$ cat src/rtl/lbk_pkg.sv
package lbk_pkg;

   // Minimum idle gap after each burst, in cycles.
   localparam int MIN_GAP = 8;

   typedef enum logic [1:0] {
      ST_IDLE  = 2'd0,
      ST_BURST = 2'd1,
      ST_GAP   = 2'd2,
      ST_EVAL  = 2'd3
   } lbk_state_e;

endpackage

$ cat src/rtl/lbk_rx_edge.sv
// Brings the looped-back inputs into the clock domain and detects rising edges.
module lbk_rx_edge #(
   parameter int LANES  = 64,
   parameter int STAGES = 2
) (
   input  logic             clk,
   input  logic             rst_n,
   input  logic [LANES-1:0] din_i,
   output logic [LANES-1:0] rise_o
);

   logic [STAGES-1:0][LANES-1:0] chain_q;
   logic [LANES-1:0]             last_q;

   always_ff @(posedge clk or negedge rst_n) begin
      if (!rst_n) begin
         chain_q <= '0;
         last_q  <= '0;
      end else begin
         chain_q <= {chain_q[STAGES-2:0], din_i};
         last_q  <= chain_q[STAGES-1];
      end
   end

   assign rise_o = chain_q[STAGES-1] & ~last_q;

endmodule

$ cat src/rtl/lbk_counters.sv
// Match counter for the lane under test and stray counter for all other lanes.
module lbk_counters #(
   parameter int LANES = 64,
   parameter int IDX_W = 6,
   parameter int CNT_W = 8
) (
   input  logic             clk,
   input  logic             rst_n,
   input  logic             clr_i,
   input  logic             en_i,
   input  logic [LANES-1:0] rise_i,
   input  logic [IDX_W-1:0] idx_i,
   output logic [CNT_W-1:0] match_o,
   output logic [CNT_W-1:0] stray_o
);

   localparam int ONES_W = $clog2(LANES + 1);
   localparam int SUM_W  = ((CNT_W > ONES_W) ? CNT_W : ONES_W) + 1;
   localparam logic [SUM_W-1:0] CNT_MAX = SUM_W'({CNT_W{1'b1}});

   logic [LANES-1:0]  own_rise;
   logic [LANES-1:0]  other_rise;
   logic [ONES_W-1:0] other_ones;
   logic [SUM_W-1:0]  stray_sum;
   logic [CNT_W-1:0]  match_q, stray_q;
   logic              hit_own;

   for (genvar l = 0; l < LANES; l++) begin : g_lane
      assign own_rise[l]   = rise_i[l] &  (idx_i == IDX_W'(l));
      assign other_rise[l] = rise_i[l] & ~(idx_i == IDX_W'(l));
   end

   assign hit_own    = |own_rise;
   assign other_ones = ONES_W'($countones(other_rise));
   assign stray_sum  = SUM_W'(stray_q) + SUM_W'(other_ones);

   always_ff @(posedge clk or negedge rst_n) begin
      if (!rst_n) begin
         match_q <= '0;
         stray_q <= '0;
      end else if (clr_i) begin
         match_q <= '0;
         stray_q <= '0;
      end else if (en_i) begin
         if (hit_own && (match_q != {CNT_W{1'b1}}))
            match_q <= match_q + 1'b1;
         stray_q <= (stray_sum > CNT_MAX) ? {CNT_W{1'b1}} : stray_sum[CNT_W-1:0];
      end
   end

   assign match_o = match_q;
   assign stray_o = stray_q;

endmodule

$ cat src/rtl/lbk_seq.sv
// Run sequencer: burst on one pair, idle gap, evaluate, next pair.
module lbk_seq
   import lbk_pkg::*;
#(
   parameter int LANES     = 64,
   parameter int BURST_LEN = 64,
   parameter int GAP_W     = 8,
   parameter int IDX_W     = 6
) (
   input  logic             clk,
   input  logic             rst_n,
   input  logic             start_i,
   input  logic [GAP_W-1:0] gap_cfg_i,
   output logic [LANES-1:0] tx_o,
   output logic [IDX_W-1:0] idx_o,
   output logic             cnt_clr_o,
   output logic             cnt_en_o,
   output logic             eval_o,
   output logic             busy_o,
   output logic             done_o
);

   localparam int BC_W = $clog2(2 * BURST_LEN);
   localparam logic [BC_W-1:0]  BC_LAST  = BC_W'(2 * BURST_LEN - 1);
   localparam logic [IDX_W-1:0] IDX_LAST = IDX_W'(LANES - 1);
   localparam logic [GAP_W-1:0] GAP_MIN  = GAP_W'(MIN_GAP);

   lbk_state_e       state_q;
   logic [IDX_W-1:0] idx_q;
   logic [BC_W-1:0]  bcnt_q;
   logic [GAP_W-1:0] gcnt_q, glen_q;
   logic             done_q;
   logic             accept;
   logic             burst_hi;
   logic [GAP_W-1:0] gap_eff;

   assign accept  = (state_q == ST_IDLE) && start_i;
   assign gap_eff = (gap_cfg_i < GAP_MIN) ? GAP_MIN : gap_cfg_i;

   always_ff @(posedge clk or negedge rst_n) begin
      if (!rst_n) begin
         state_q <= ST_IDLE;
         idx_q   <= '0;
         bcnt_q  <= '0;
         gcnt_q  <= '0;
         glen_q  <= GAP_MIN;
         done_q  <= 1'b0;
      end else begin
         done_q <= 1'b0;
         case (state_q)
            ST_IDLE: begin
               if (start_i) begin
                  state_q <= ST_BURST;
                  idx_q   <= '0;
                  bcnt_q  <= '0;
                  glen_q  <= gap_eff;
               end
            end
            ST_BURST: begin
               if (bcnt_q == BC_LAST) begin
                  state_q <= ST_GAP;
                  gcnt_q  <= '0;
               end else begin
                  bcnt_q <= bcnt_q + 1'b1;
               end
            end
            ST_GAP: begin
               if (gcnt_q == glen_q - 1'b1)
                  state_q <= ST_EVAL;
               else
                  gcnt_q <= gcnt_q + 1'b1;
            end
            default: begin
               if (idx_q == IDX_LAST) begin
                  state_q <= ST_IDLE;
                  done_q  <= 1'b1;
               end else begin
                  idx_q   <= idx_q + 1'b1;
                  bcnt_q  <= '0;
                  state_q <= ST_BURST;
               end
            end
         endcase
      end
   end

   assign burst_hi = (state_q == ST_BURST) && !bcnt_q[0];

   for (genvar l = 0; l < LANES; l++) begin : g_drive
      assign tx_o[l] = burst_hi && (idx_q == IDX_W'(l));
   end

   assign idx_o     = idx_q;
   assign cnt_clr_o = accept || (state_q == ST_EVAL);
   assign cnt_en_o  = (state_q == ST_BURST) || (state_q == ST_GAP);
   assign eval_o    = (state_q == ST_EVAL);
   assign busy_o    = (state_q != ST_IDLE);
   assign done_o    = done_q;

endmodule

$ cat src/rtl/lbk_cont_tester.sv
module lbk_cont_tester
   import lbk_pkg::*;
#(
   parameter int NUM_PAIRS   = 64,
   parameter int BURST_LEN   = 64,
   parameter int GAP_W       = 8,
   parameter int SYNC_STAGES = 2,
   localparam int IDX_W = $clog2(NUM_PAIRS),
   localparam int CNT_W = $clog2(BURST_LEN + 1) + 1,
   localparam int REC_W = IDX_W + 2 * CNT_W + 1
) (
   input  logic                 clk,
   input  logic                 rst_n,
   input  logic                 start_i,
   input  logic [GAP_W-1:0]     gap_cfg_i,
   output logic [NUM_PAIRS-1:0] tx_o,
   input  logic [NUM_PAIRS-1:0] rx_i,
   output logic                 busy_o,
   output logic                 done_o,
   output logic                 fail_o,
   output logic                 first_fail_vld_o,
   output logic [IDX_W-1:0]     first_fail_idx_o,
   output logic                 rec_we_o,
   output logic [IDX_W-1:0]     rec_addr_o,
   output logic [REC_W-1:0]     rec_data_o
);

   // Elaboration-time parameter checks.
   if (NUM_PAIRS < 2) begin : g_bad_pairs
      $error("NUM_PAIRS must be at least 2");
   end
   if (BURST_LEN < 1) begin : g_bad_burst
      $error("BURST_LEN must be at least 1");
   end
   if (SYNC_STAGES < 2) begin : g_bad_sync
      $error("SYNC_STAGES must be at least 2");
   end
   if (((1 << GAP_W) - 1) < MIN_GAP) begin : g_bad_gap
      $error("GAP_W too narrow for the minimum gap");
   end

   logic [NUM_PAIRS-1:0] rise;
   logic [IDX_W-1:0]     idx;
   logic                 cnt_clr, cnt_en, eval;
   logic [CNT_W-1:0]     match_cnt, stray_cnt;
   logic                 pair_ok;
   logic                 fail_q, vld_q;
   logic [IDX_W-1:0]     first_q;

   lbk_seq #(
      .LANES(NUM_PAIRS), .BURST_LEN(BURST_LEN), .GAP_W(GAP_W), .IDX_W(IDX_W)
   ) u_seq (
      .clk(clk), .rst_n(rst_n), .start_i(start_i), .gap_cfg_i(gap_cfg_i),
      .tx_o(tx_o), .idx_o(idx), .cnt_clr_o(cnt_clr), .cnt_en_o(cnt_en),
      .eval_o(eval), .busy_o(busy_o), .done_o(done_o)
   );

   lbk_rx_edge #(
      .LANES(NUM_PAIRS), .STAGES(SYNC_STAGES)
   ) u_rx (
      .clk(clk), .rst_n(rst_n), .din_i(rx_i), .rise_o(rise)
   );

   lbk_counters #(
      .LANES(NUM_PAIRS), .IDX_W(IDX_W), .CNT_W(CNT_W)
   ) u_cnt (
      .clk(clk), .rst_n(rst_n), .clr_i(cnt_clr), .en_i(cnt_en),
      .rise_i(rise), .idx_i(idx), .match_o(match_cnt), .stray_o(stray_cnt)
   );

   assign pair_ok = (match_cnt == CNT_W'(BURST_LEN)) && (stray_cnt == '0);

   always_ff @(posedge clk or negedge rst_n) begin
      if (!rst_n) begin
         fail_q  <= 1'b0;
         vld_q   <= 1'b0;
         first_q <= '0;
      end else if (start_i && !busy_o) begin
         fail_q  <= 1'b0;
         vld_q   <= 1'b0;
         first_q <= '0;
      end else if (eval && !pair_ok) begin
         fail_q <= 1'b1;
         if (!vld_q) begin
            vld_q   <= 1'b1;
            first_q <= idx;
         end
      end
   end

   assign fail_o           = fail_q;
   assign first_fail_vld_o = vld_q;
   assign first_fail_idx_o = first_q;
   assign rec_we_o         = eval;
   assign rec_addr_o       = idx;
   assign rec_data_o       = {idx, match_cnt, stray_cnt, pair_ok};

endmodule

$ cat config.mk
export PLATFORM = sky130hd
export DESIGN_NAME = lbk_cont_tester
export DESIGN_NICKNAME = d
export VERILOG_FILES = /design/src/rtl/lbk_pkg.sv /design/src/rtl/lbk_rx_edge.sv /design/src/rtl/lbk_counters.sv /design/src/rtl/lbk_seq.sv /design/src/rtl/lbk_cont_tester.sv
export SDC_FILE = /design/constraint.sdc
export NUM_CORES = 1
export LEC_CHECK = 0
export ABC_AREA = 1
export BUFFER_PORTS_ARGS = -buffer_cell sky130_fd_sc_hd__buf_2
export CELL_PAD_IN_SITES_DETAIL_PLACEMENT = 0
export CELL_PAD_IN_SITES_GLOBAL_PLACEMENT = 1
export CORE_ASPECT_RATIO = 1.5
export CORE_MARGIN = 5
export CORE_UTILIZATION = 25
export DETAILED_ROUTE_END_ITERATION = 7
export PLACE_DENSITY_LB_ADDON = 0.3
export SYNTH_ARGS = -nofsm -noshare
export SYNTH_HDL_FRONTEND = slang
export SYNTH_SLANG_ARGS = --single-unit
$ cat constraint.sdc
create_clock -name clk -period 10.85 [get_ports clk]
set_clock_uncertainty 0.15 [all_clocks]
set_input_delay 0.5425 -clock clk [delete_from_list [all_inputs] [get_ports clk]]
set_output_delay 0.5425 -clock clk [all_outputs]
set_load 0.03 [all_outputs]
==> results of run 1 <==
-- final timing paths --
kind,from,to,slack [ns],depth (start not counted)
hold / removal,gap_cfg_i[5],u_seq.glen_q[5],0.07,3
setup / recovery,u_seq.idx_o[0],u_cnt.stray_o[5],1.90,31
min in group asynchronous,rst_n,u_rx.chain_q[105],0.50,2
setup reg to reg,u_seq.idx_o[0],u_cnt.stray_o[5],1.90,31
hold reg to reg,u_rx.chain_q[34],u_rx.chain_q[98],0.20,0
max in group asynchronous,rst_n,u_seq.glen_q[4],7.80,4
-- registers in the layout, indices dropped and copies added, names as in the netlist --
name and count:
first_fail_vld_o 1, u_seq.done_o 1, u_rx.chain_q 128, u_seq.glen_q 8, u_rx.last_q 64, u_cnt.match_o 8
u_seq.idx_o 6, u_seq.state_q 2, u_cnt.stray_o 8, first_fail_idx_o 6, u_seq.bcnt_q 7, u_seq.gcnt_q 8
-- tightest hold or removal path: stages --
cell	delay, ns
buf_2	0.09
nand2_1	0.05
nand2_1	0.05
-- layout make-up --
type	count	area (µm²)
clock buffer	33	738.2
timing repair buffer	247	1582
multi-input combinational	808	5251
tap	663	829.5
fill	5209	34060
clock inverter	13	175.2
sequential	247	6182
inverter	229	859.6
-- layout by cell type (no fill, tap or decap), types with 2 or more instances in the layout --
cell type      netlist  layout
dlygate4sd3_1        0      65
o21ai_0             28      28
o21bai_1             2       2
or2_2                3       3
nor4_1               2       2
inv_6                0       2
nor3_1              87      87
nand3_2              2       2
nand3_1             72      72
a31oi_1              5       5
a211oi_1             2       2
inv_1              221     221
xor2_1              19      19
xnor2_1             13      13
clkbuf_16            0      27
a22o_1               3       3
bufinv_16            0       4
clkinv_2             0       6
nor2_1             187     187
nand4_1             24      24
nor2_2               8       8
buf_2                8     177
nand2_1            179     179
a21boi_0            14      14
nor3b_1              3       3
dfrtp_1            246     246
nand2_2              4       4
inv_2                8       8
fa_1                61      61
buf_4               13       4
clkbuf_8             0       4
clkbuf_1            17       2
ha_1                63      63
a21oi_1             18      18
-- layer usage --
metal / track usage [%] / vias to the layer above
met4: 3.264 / 0
li1: - / 4592
met3: 2.129 / 35
met1: 16.17 / 4523
met2: 24.61 / 181
met5: 0 / -
-- logic make-up after synthesis --
logic type	count (synthesis)	synth area share, %
and+or+nand+nor	576	20.03
AOI/OAI and AO/OA	76	3.629
buffers and inverters	271	8.657
xor gates and xnor gates	32	2.239
adders and majority gates	124	16.05
DFF	247	49.39
-- stage by stage --
stage          cells  area, µm²  hold WS [ns]  setup slack (ns)  util, %
2_1_floorplan   1326      12520       0.09691             2.724        -
3_3_place_gp    2129      14050        0.1832             1.943    28.29
3_5_place_dp    2129      14050        0.1855             1.831    28.29
4_1_cts         2240      15620       0.04473             1.795    31.44
5_1_grt         2240      15620       0.06540             1.276    31.44
6_report        2240      15620       0.07302             1.900    31.44
==> impl_metrics.env, run 1 <==
export IMPL_wl_per_cell_um=16.33
export IMPL_synth_top_area_share_pct=49.18
export IMPL_tightest_slew_ns=1.060
export IMPL_critPathMaxFanout=9
export IMPL_path_delay_family="adder cells"
export IMPL_synth_area_per_cell_um2=9.440
export IMPL_highest_layer="met4"
export IMPL_fin_setup_tns_ns=0
export IMPL_cts_sinks=247
export IMPL_rsz0062_at_grt="false"
export IMPL_synthArstFlopShare_pct=100.0
export IMPL_ys_flop_type="dfrtp_1"
export IMPL_synth_area_leader_cell="dfrtp_1"
export IMPL_dr_pass1_iters=4
export IMPL_diodes=0
export IMPL_port_buffers=178
export IMPL_dr_wl_met3_um=1801
export IMPL_syn2layout_area_growth_pct=24.77
export IMPL_crit_required_ns=11.13
export IMPL_grt_pass1_wl_um=56940
export IMPL_drv_slew=0
export IMPL_synth_distinct_cells=40
export IMPL_ys_seq_elements=247
export IMPL_cp_num_buf_inv=10
export IMPL_timing_final_crit_share_pct=82.48
export IMPL_yosys_warnings=0
export IMPL_layout_drive_gt1_share_pct=16.11
export IMPL_met2_length_um=19290
export IMPL_cp_data_arrival_time_ns=9.23
export IMPL_antenna_found_initial=0
export IMPL_chipWidth_um=192.7
export IMPL_start_util_pct=25.20
export IMPL_clk_pin_slew_ns=0.06
export IMPL_rows=100
export IMPL_yosysSeqAreaShare_pct=49.39
export IMPL_hold_viol_final=0
export IMPL_grt_overflow=0
export IMPL_cap_violations=0
export IMPL_startpoint_type="flop"
export IMPL_finalNetCount=1758
export IMPL_antenna_left=0
export IMPL_io_pin_count=179
export IMPL_drt_initial_drc_count=420
export IMPL_synth_common_cells="dfrtp_1, inv_1, nor2_1"
export IMPL_clock_latency_ns=0.54
export IMPL_cts_buffers=26
export IMPL_syn_inst=1326
export IMPL_critical_path_class="flop to flop"
export IMPL_die_height_um=284.0
export IMPL_cp_slowest_stage_delay_ns=0.73
export IMPL_synth_most_common_cell="dfrtp_1"
export IMPL_postCtsSetupRepairBufs=0
export IMPL_drcViolationCount=0
export IMPL_ctsResizeCount=0
export IMPL_gp_congestion=0.8415
export IMPL_routed_wl_um=36580
export IMPL_clock_fmax_ghz=0.1117
export IMPL_synth_edf_count=0
export IMPL_synth_area_top_cells="dfrtp_1, fa_1, inv_1, ha_1, nor2_1"
export IMPL_netlist_area_mm2=0.01252
export IMPL_wl_met1_um=14710
export IMPL_end_kind="flop"
export IMPL_critPathMostFrequentCell="inv_1"
export IMPL_relSlewSlack_pct=29.17
export IMPL_period_needed_ns=8.950
export IMPL_cts_tree="done"
export IMPL_grt_usage_pct=13.40
export IMPL_hp_class="input pin to flop"
export IMPL_htreeDepth=1
export IMPL_syn_nets=1525
export IMPL_vias_per_cell=4.166
export IMPL_dr_total_vias=9331
export IMPL_cpMaxStageDelayCell="a221oi_1"
export IMPL_die_area_mm2=0.05474
export IMPL_finalSetupViolCount=0
export IMPL_clock_path_buffers=3
export IMPL_cts_root_buf="clkbuf_16"
export IMPL_status="complete, no violations"
export IMPL_grt_max_degree=116
export IMPL_dp_hpwl_um=28290
export IMPL_ctsHoldBuffers=65
export IMPL_grt_pass1_vias=9919
export IMPL_core_area_mm2=0.04967
Power of run 1 is left out: the tool's default activity adds up to more than one toggle a clock period on the data nets, which glitch-free logic cannot reach.
==> run 2, diff against run 1 <==
Clock period 10.85 ns to 9.1 ns, I/O delays scaled along.
==> impl_metrics.env, run 2 (same netlist as run 1, synthesis figures left out) <==
export IMPL_status="complete, no violations"
export IMPL_worst_slack_ns=0.8007
export IMPL_rows=100
export IMPL_reg_top3="u_rx.chain_q: 128 flops, u_rx.last_q: 64 flops"
export IMPL_critPathMostFrequentCell="fa_1"
export IMPL_p_per_area_mw_per_mm2=441.0
export IMPL_wl_per_cell_um=16.28
export IMPL_dr_total_vias=9410
export IMPL_place_area_mm2=0.01416
export IMPL_largest_register="u_rx.chain_q"
export IMPL_largest_reg_flops=128
export IMPL_clock_fmax_ghz=0.1205
export IMPL_postCtsSetupRepairBufs=0
export IMPL_grt_overflow=0
export IMPL_critical_path_class="flop to flop"
export IMPL_peakVddDrop_mv=0.6557
export IMPL_cap_violations=0
export IMPL_dr_pass1_iters=5
export IMPL_core_area_mm2=0.04967
export IMPL_cts_root_buf="clkbuf_16"
export IMPL_fin_setup_tns_ns=0
export IMPL_cp_slowest_stage_delay_ns=0.55
export IMPL_multi_input_area_mm2=0.005251
export IMPL_grt_pass1_vias=9988
export IMPL_grt_max_degree=66
export IMPL_reg2reg_slack_ns=0.80
export IMPL_drcViolationCount=0
export IMPL_die_area_mm2=0.05474
export IMPL_startpoint_type="flop"
export IMPL_crit_required_ns=9.38
export IMPL_htreeDepth=1
export IMPL_tightest_slew_ns=1.041
export IMPL_total_power_mw=6.922
export IMPL_dp_hpwl_um=28730
export IMPL_drv_slew=0
export IMPL_routed_wl_um=36740
export IMPL_place_worst_setup_slack_ns=0.7440
export IMPL_timing_final_crit_share_pct=91.20
export IMPL_diodes=0
export IMPL_cpMaxStageDelayCell="fa_1"
export IMPL_port_buffers=178
export IMPL_cp_data_arrival_time_ns=8.58
export IMPL_syn2layout_area_growth_pct=25.39
export IMPL_fin_area_mm2=0.01570
export IMPL_grt_pass1_wl_um=56830
export IMPL_hp_class="input pin to flop"
export IMPL_clk_pin_slew_ns=0.06
export IMPL_grt_usage_pct=13.39
export IMPL_seqCellArea_mm2=0.006182
export IMPL_relSlewSlack_pct=30.37
export IMPL_hold_viol_final=0
export IMPL_antenna_found_initial=0
export IMPL_vias_per_cell=4.171
export IMPL_mostFrequentLayoutCell="dfrtp_1"
export IMPL_start_util_pct=25.20
export IMPL_cts_buffers=25
export IMPL_period_needed_ns=8.299
export IMPL_antenna_left=0
export IMPL_cts_tree="done"
export IMPL_rsz0062_at_grt="false"
export IMPL_finalNetCount=1775
export IMPL_clock_latency_ns=0.54
export IMPL_io_pin_count=179
export IMPL_critPathMaxFanout=12
export IMPL_cts_sinks=247
export IMPL_clock_path_buffers=3
export IMPL_gp_congestion=0.8409
export IMPL_finalSetupViolCount=0
export IMPL_fill_cells=5255
export IMPL_end_kind="flop"
export IMPL_drt_initial_drc_count=393
export IMPL_chipWidth_um=192.7
export IMPL_die_height_um=284.0
export IMPL_layout_common_cells="dfrtp_1, inv_1, nor2_1"
export IMPL_layout_drive_gt1_share_pct=16.51
export IMPL_p_leak_nw=7.978
-- run 2: layout make-up --
class,instances,area share [%]
Sequential cell,247,39.39
Tap cell,663,5.285
Clock buffer,31,4.193
Multi-Input combinational cell,808,33.46
Clock inverter,13,1.196
Timing Repair Buffer,265,11.00
Inverter,229,5.477
-- run 2: what timing repair did --
item                                   CTS  global route
endpoints found under the hold margin  127             0
hold buffers                            69             0
gates resized for setup                  0             0
-- run 2: per-layer routing --
metal | share of wire (%) | GRT usage [%]
met1 | 40 | 15.91
met3 | 4.8 | 1.994
met4 | 2.4 | 3.568
met5 | 0 | 0
met2 | 53 | 24.82
-- run 2: through the flow --
step | util [%] | hold slack [ns] | cells
CTS | 31.60 | 0.008399 | 2256
global placement | 28.50 | 0.1851 | 2143
floorplan | - | 0.009409 | 1326
detailed placement | 28.50 | 0.1847 | 2143
global route | 31.60 | 0.03457 | 2256
finish | 31.60 | 0.02733 | 2256
-- run 2: final timing paths --
check                            startpoint                 to  cells past startpoint
setup / recovery             u_seq.idx_o[0]   u_cnt.stray_o[5]                     30
hold / removal                 gap_cfg_i[2]    u_seq.glen_q[2]                      3
setup reg to reg             u_seq.idx_o[0]   u_cnt.stray_o[5]                     30
hold reg to reg            u_rx.chain_q[55]  u_rx.chain_q[119]                      0
max in group asynchronous             rst_n     u_rx.last_q[3]                      4
min in group asynchronous             rst_n  u_rx.chain_q[105]                      2
-- run 2: report_power, final --
| group | switching, mW | total, mW | internal, mW |
|---|---|---|---|
| Combinational | 2.81 | 4.51 | 1.71 |
| Sequential | 0.106 | 1.34 | 1.23 |
| Clock | 0.441 | 1.07 | 0.631 |
-- run 2: worst max-delay path, delay by kind of cell, from the launching register on --
kind	cells	cell delay, ns
buffers and inverters	8	0.76
AOI/OAI and AO/OA	4	0.56
and+or+nand+nor	5	1.02
adders and majority gates	12	5.08
xor gates and xnor gates	1	0.15
DFF	1	0.45
Note: power is estimated with default switching activity, not from simulation.
==> run 3, diff against run 2 <==
Settings changed: REMOVE_ABC_BUFFERS set to 1.
==> impl_metrics.env, run 3 (same netlist as run 1, synthesis figures left out) <==
export IMPL_status="complete, no violations"
export IMPL_cap_violations=0
export IMPL_core_area_mm2=0.04967
export IMPL_die_area_mm2=0.05474
export IMPL_dr_total_vias=9517
export IMPL_timing_final_crit_share_pct=91.32
export IMPL_drcViolationCount=0
export IMPL_grt_max_degree=102
export IMPL_dp_cells=2144
export IMPL_hold_viol_final=0
export IMPL_largest_reg_flops=128
export IMPL_relSlewSlack_pct=18.46
export IMPL_startpoint_type="flop"
export IMPL_syn2layout_area_growth_pct=26.63
export IMPL_crit_required_ns=9.40
export IMPL_period_needed_ns=8.310
export IMPL_drv_slew=0
export IMPL_fin_setup_tns_ns=0
export IMPL_cp_data_arrival_time_ns=8.61
export IMPL_clock_latency_ns=0.56
export IMPL_drt_initial_drc_count=378
export IMPL_port_buffers=178
export IMPL_vias_per_cell=4.202
export IMPL_critPathMaxFanout=12
export IMPL_grt_usage_pct=13.81
export IMPL_die_height_um=284.0
export IMPL_dp_hpwl_um=29050
export IMPL_reg_top3="u_rx.chain_q: 128 flops, u_rx.last_q: 64 flops"
export IMPL_clock_fmax_ghz=0.1203
export IMPL_routed_wl_um=37570
export IMPL_mostFrequentLayoutCell="dfrtp_1"
export IMPL_diodes=0
export IMPL_grt_pass1_wl_um=58190
export IMPL_io_pin_count=179
export IMPL_peakVddDrop_mv=0.4947
export IMPL_min_path_cells=0
export IMPL_reg2reg_slack_ns=0.79
export IMPL_instances_no_fill=2265
export IMPL_cpMaxStageDelayCell="fa_1"
export IMPL_finalSetupViolCount=0
export IMPL_rows=100
export IMPL_chipWidth_um=192.7
export IMPL_p_per_area_mw_per_mm2=447.9
export IMPL_hold_start="u_rx.chain_q[48]"
export IMPL_cts_sinks=247
export IMPL_r2r_start="u_seq.idx_o[0]"
export IMPL_critPathMostFrequentCell="fa_1"
export IMPL_cts_buffers=27
export IMPL_finalNetCount=1782
export IMPL_hp_class="flop to flop"
export IMPL_htreeDepth=1
export IMPL_dr_pass1_iters=5
export IMPL_cts_tree="done"
export IMPL_grt_pass1_vias=10040
export IMPL_layout_drive_gt1_share_pct=16.85
export IMPL_wl_per_cell_um=16.59
export IMPL_cp_slowest_stage_delay_ns=0.54
export IMPL_antenna_found_initial=0
export IMPL_clk_pin_slew_ns=0.06
export IMPL_cts_root_buf="clkbuf_16"
export IMPL_place_area_mm2=0.01417
export IMPL_gp_congestion=0.8729
export IMPL_ctsResizeCount=0
export IMPL_fin_area_mm2=0.01585
export IMPL_rsz0062_at_grt="false"
export IMPL_antenna_left=0
export IMPL_min_to="u_rx.chain_q[112]"
export IMPL_end_kind="flop"
export IMPL_layout_common_cells="dfrtp_1, inv_1, nor2_1"
export IMPL_r2r_end="u_cnt.stray_o[5]"
export IMPL_total_power_mw=7.100
export IMPL_rr_worst_depth=30
export IMPL_largest_register="u_rx.chain_q"
export IMPL_critical_path_class="flop to flop"
export IMPL_path_delay_family="adder cells"
export IMPL_clock_path_buffers=3
export IMPL_cp_num_buf_inv=8
export IMPL_grt_overflow=0
export IMPL_start_util_pct=25.20
export IMPL_p_leak_nw=8.051
export IMPL_final_util_pct=31.91
export IMPL_tightest_slew_ns=1.219
run 3: worst max path at each step:
stage / from / end / slack, ns / depth (start not counted)
6_report: u_seq.idx_o[0] / u_cnt.stray_o[5] / 0.79 / 30
5_1_grt: u_seq.idx_o[0] / u_cnt.stray_o[5] / 0.33 / 31
4_1_cts: u_seq.idx_o[0] / u_cnt.stray_o[5] / 0.76 / 32
3_5_place_dp: u_seq.idx_o[0] / u_cnt.stray_o[5] / 0.78 / 32
3_3_place_gp: u_seq.idx_o[0] / u_cnt.stray_o[5] / 0.91 / 30
2_1_floorplan: u_seq.idx_o[5] / u_cnt.stray_o[5] / 0.88 / 31
run 3: through the flow:
stage               setup slack (ns)  hold WS (ns)
global route                  0.3350        0.1955
detailed placement            0.7793        0.1847
floorplan                     0.8798      0.009409
CTS                           0.7649        0.1971
global placement              0.9147        0.1833
finish                        0.7900        0.1884
run 3: area by class of cell:
cell class / count / area, µm²
clock inverter: 13 / 197.7
sequential: 247 / 6182
timing repair buffer: 270 / 1774
inverter: 229 / 859.6
clock buffer: 35 / 755.7
fill: 5211 / 33820
tap: 663 / 829.5
multi-input combinational: 808 / 5251
run 3: what timing repair did:
action | 4_1_cts | 5_1_grt
hold buffers | 73 | 0
endpoints found under the hold margin | 171 | 0
buffers inserted | 0 | 0
run 3: report_power, final:
group	leakage (nW)	internal, mW	total, mW	switching [mW]
sequential	2.97	1.23	1.34	0.109
combinational	4.62	1.72	4.58	2.86
clock	0.461	0.705	1.18	0.475
run 3: routing by layer:
layer	routed length [µm]	up-vias	global-route usage (%)
li1	-	4633	-
met1	15140	4619	16.66
met2	19860	217	25.23
met3	1711	48	2.092
met4	857	0	3.835
met5	0	-	0
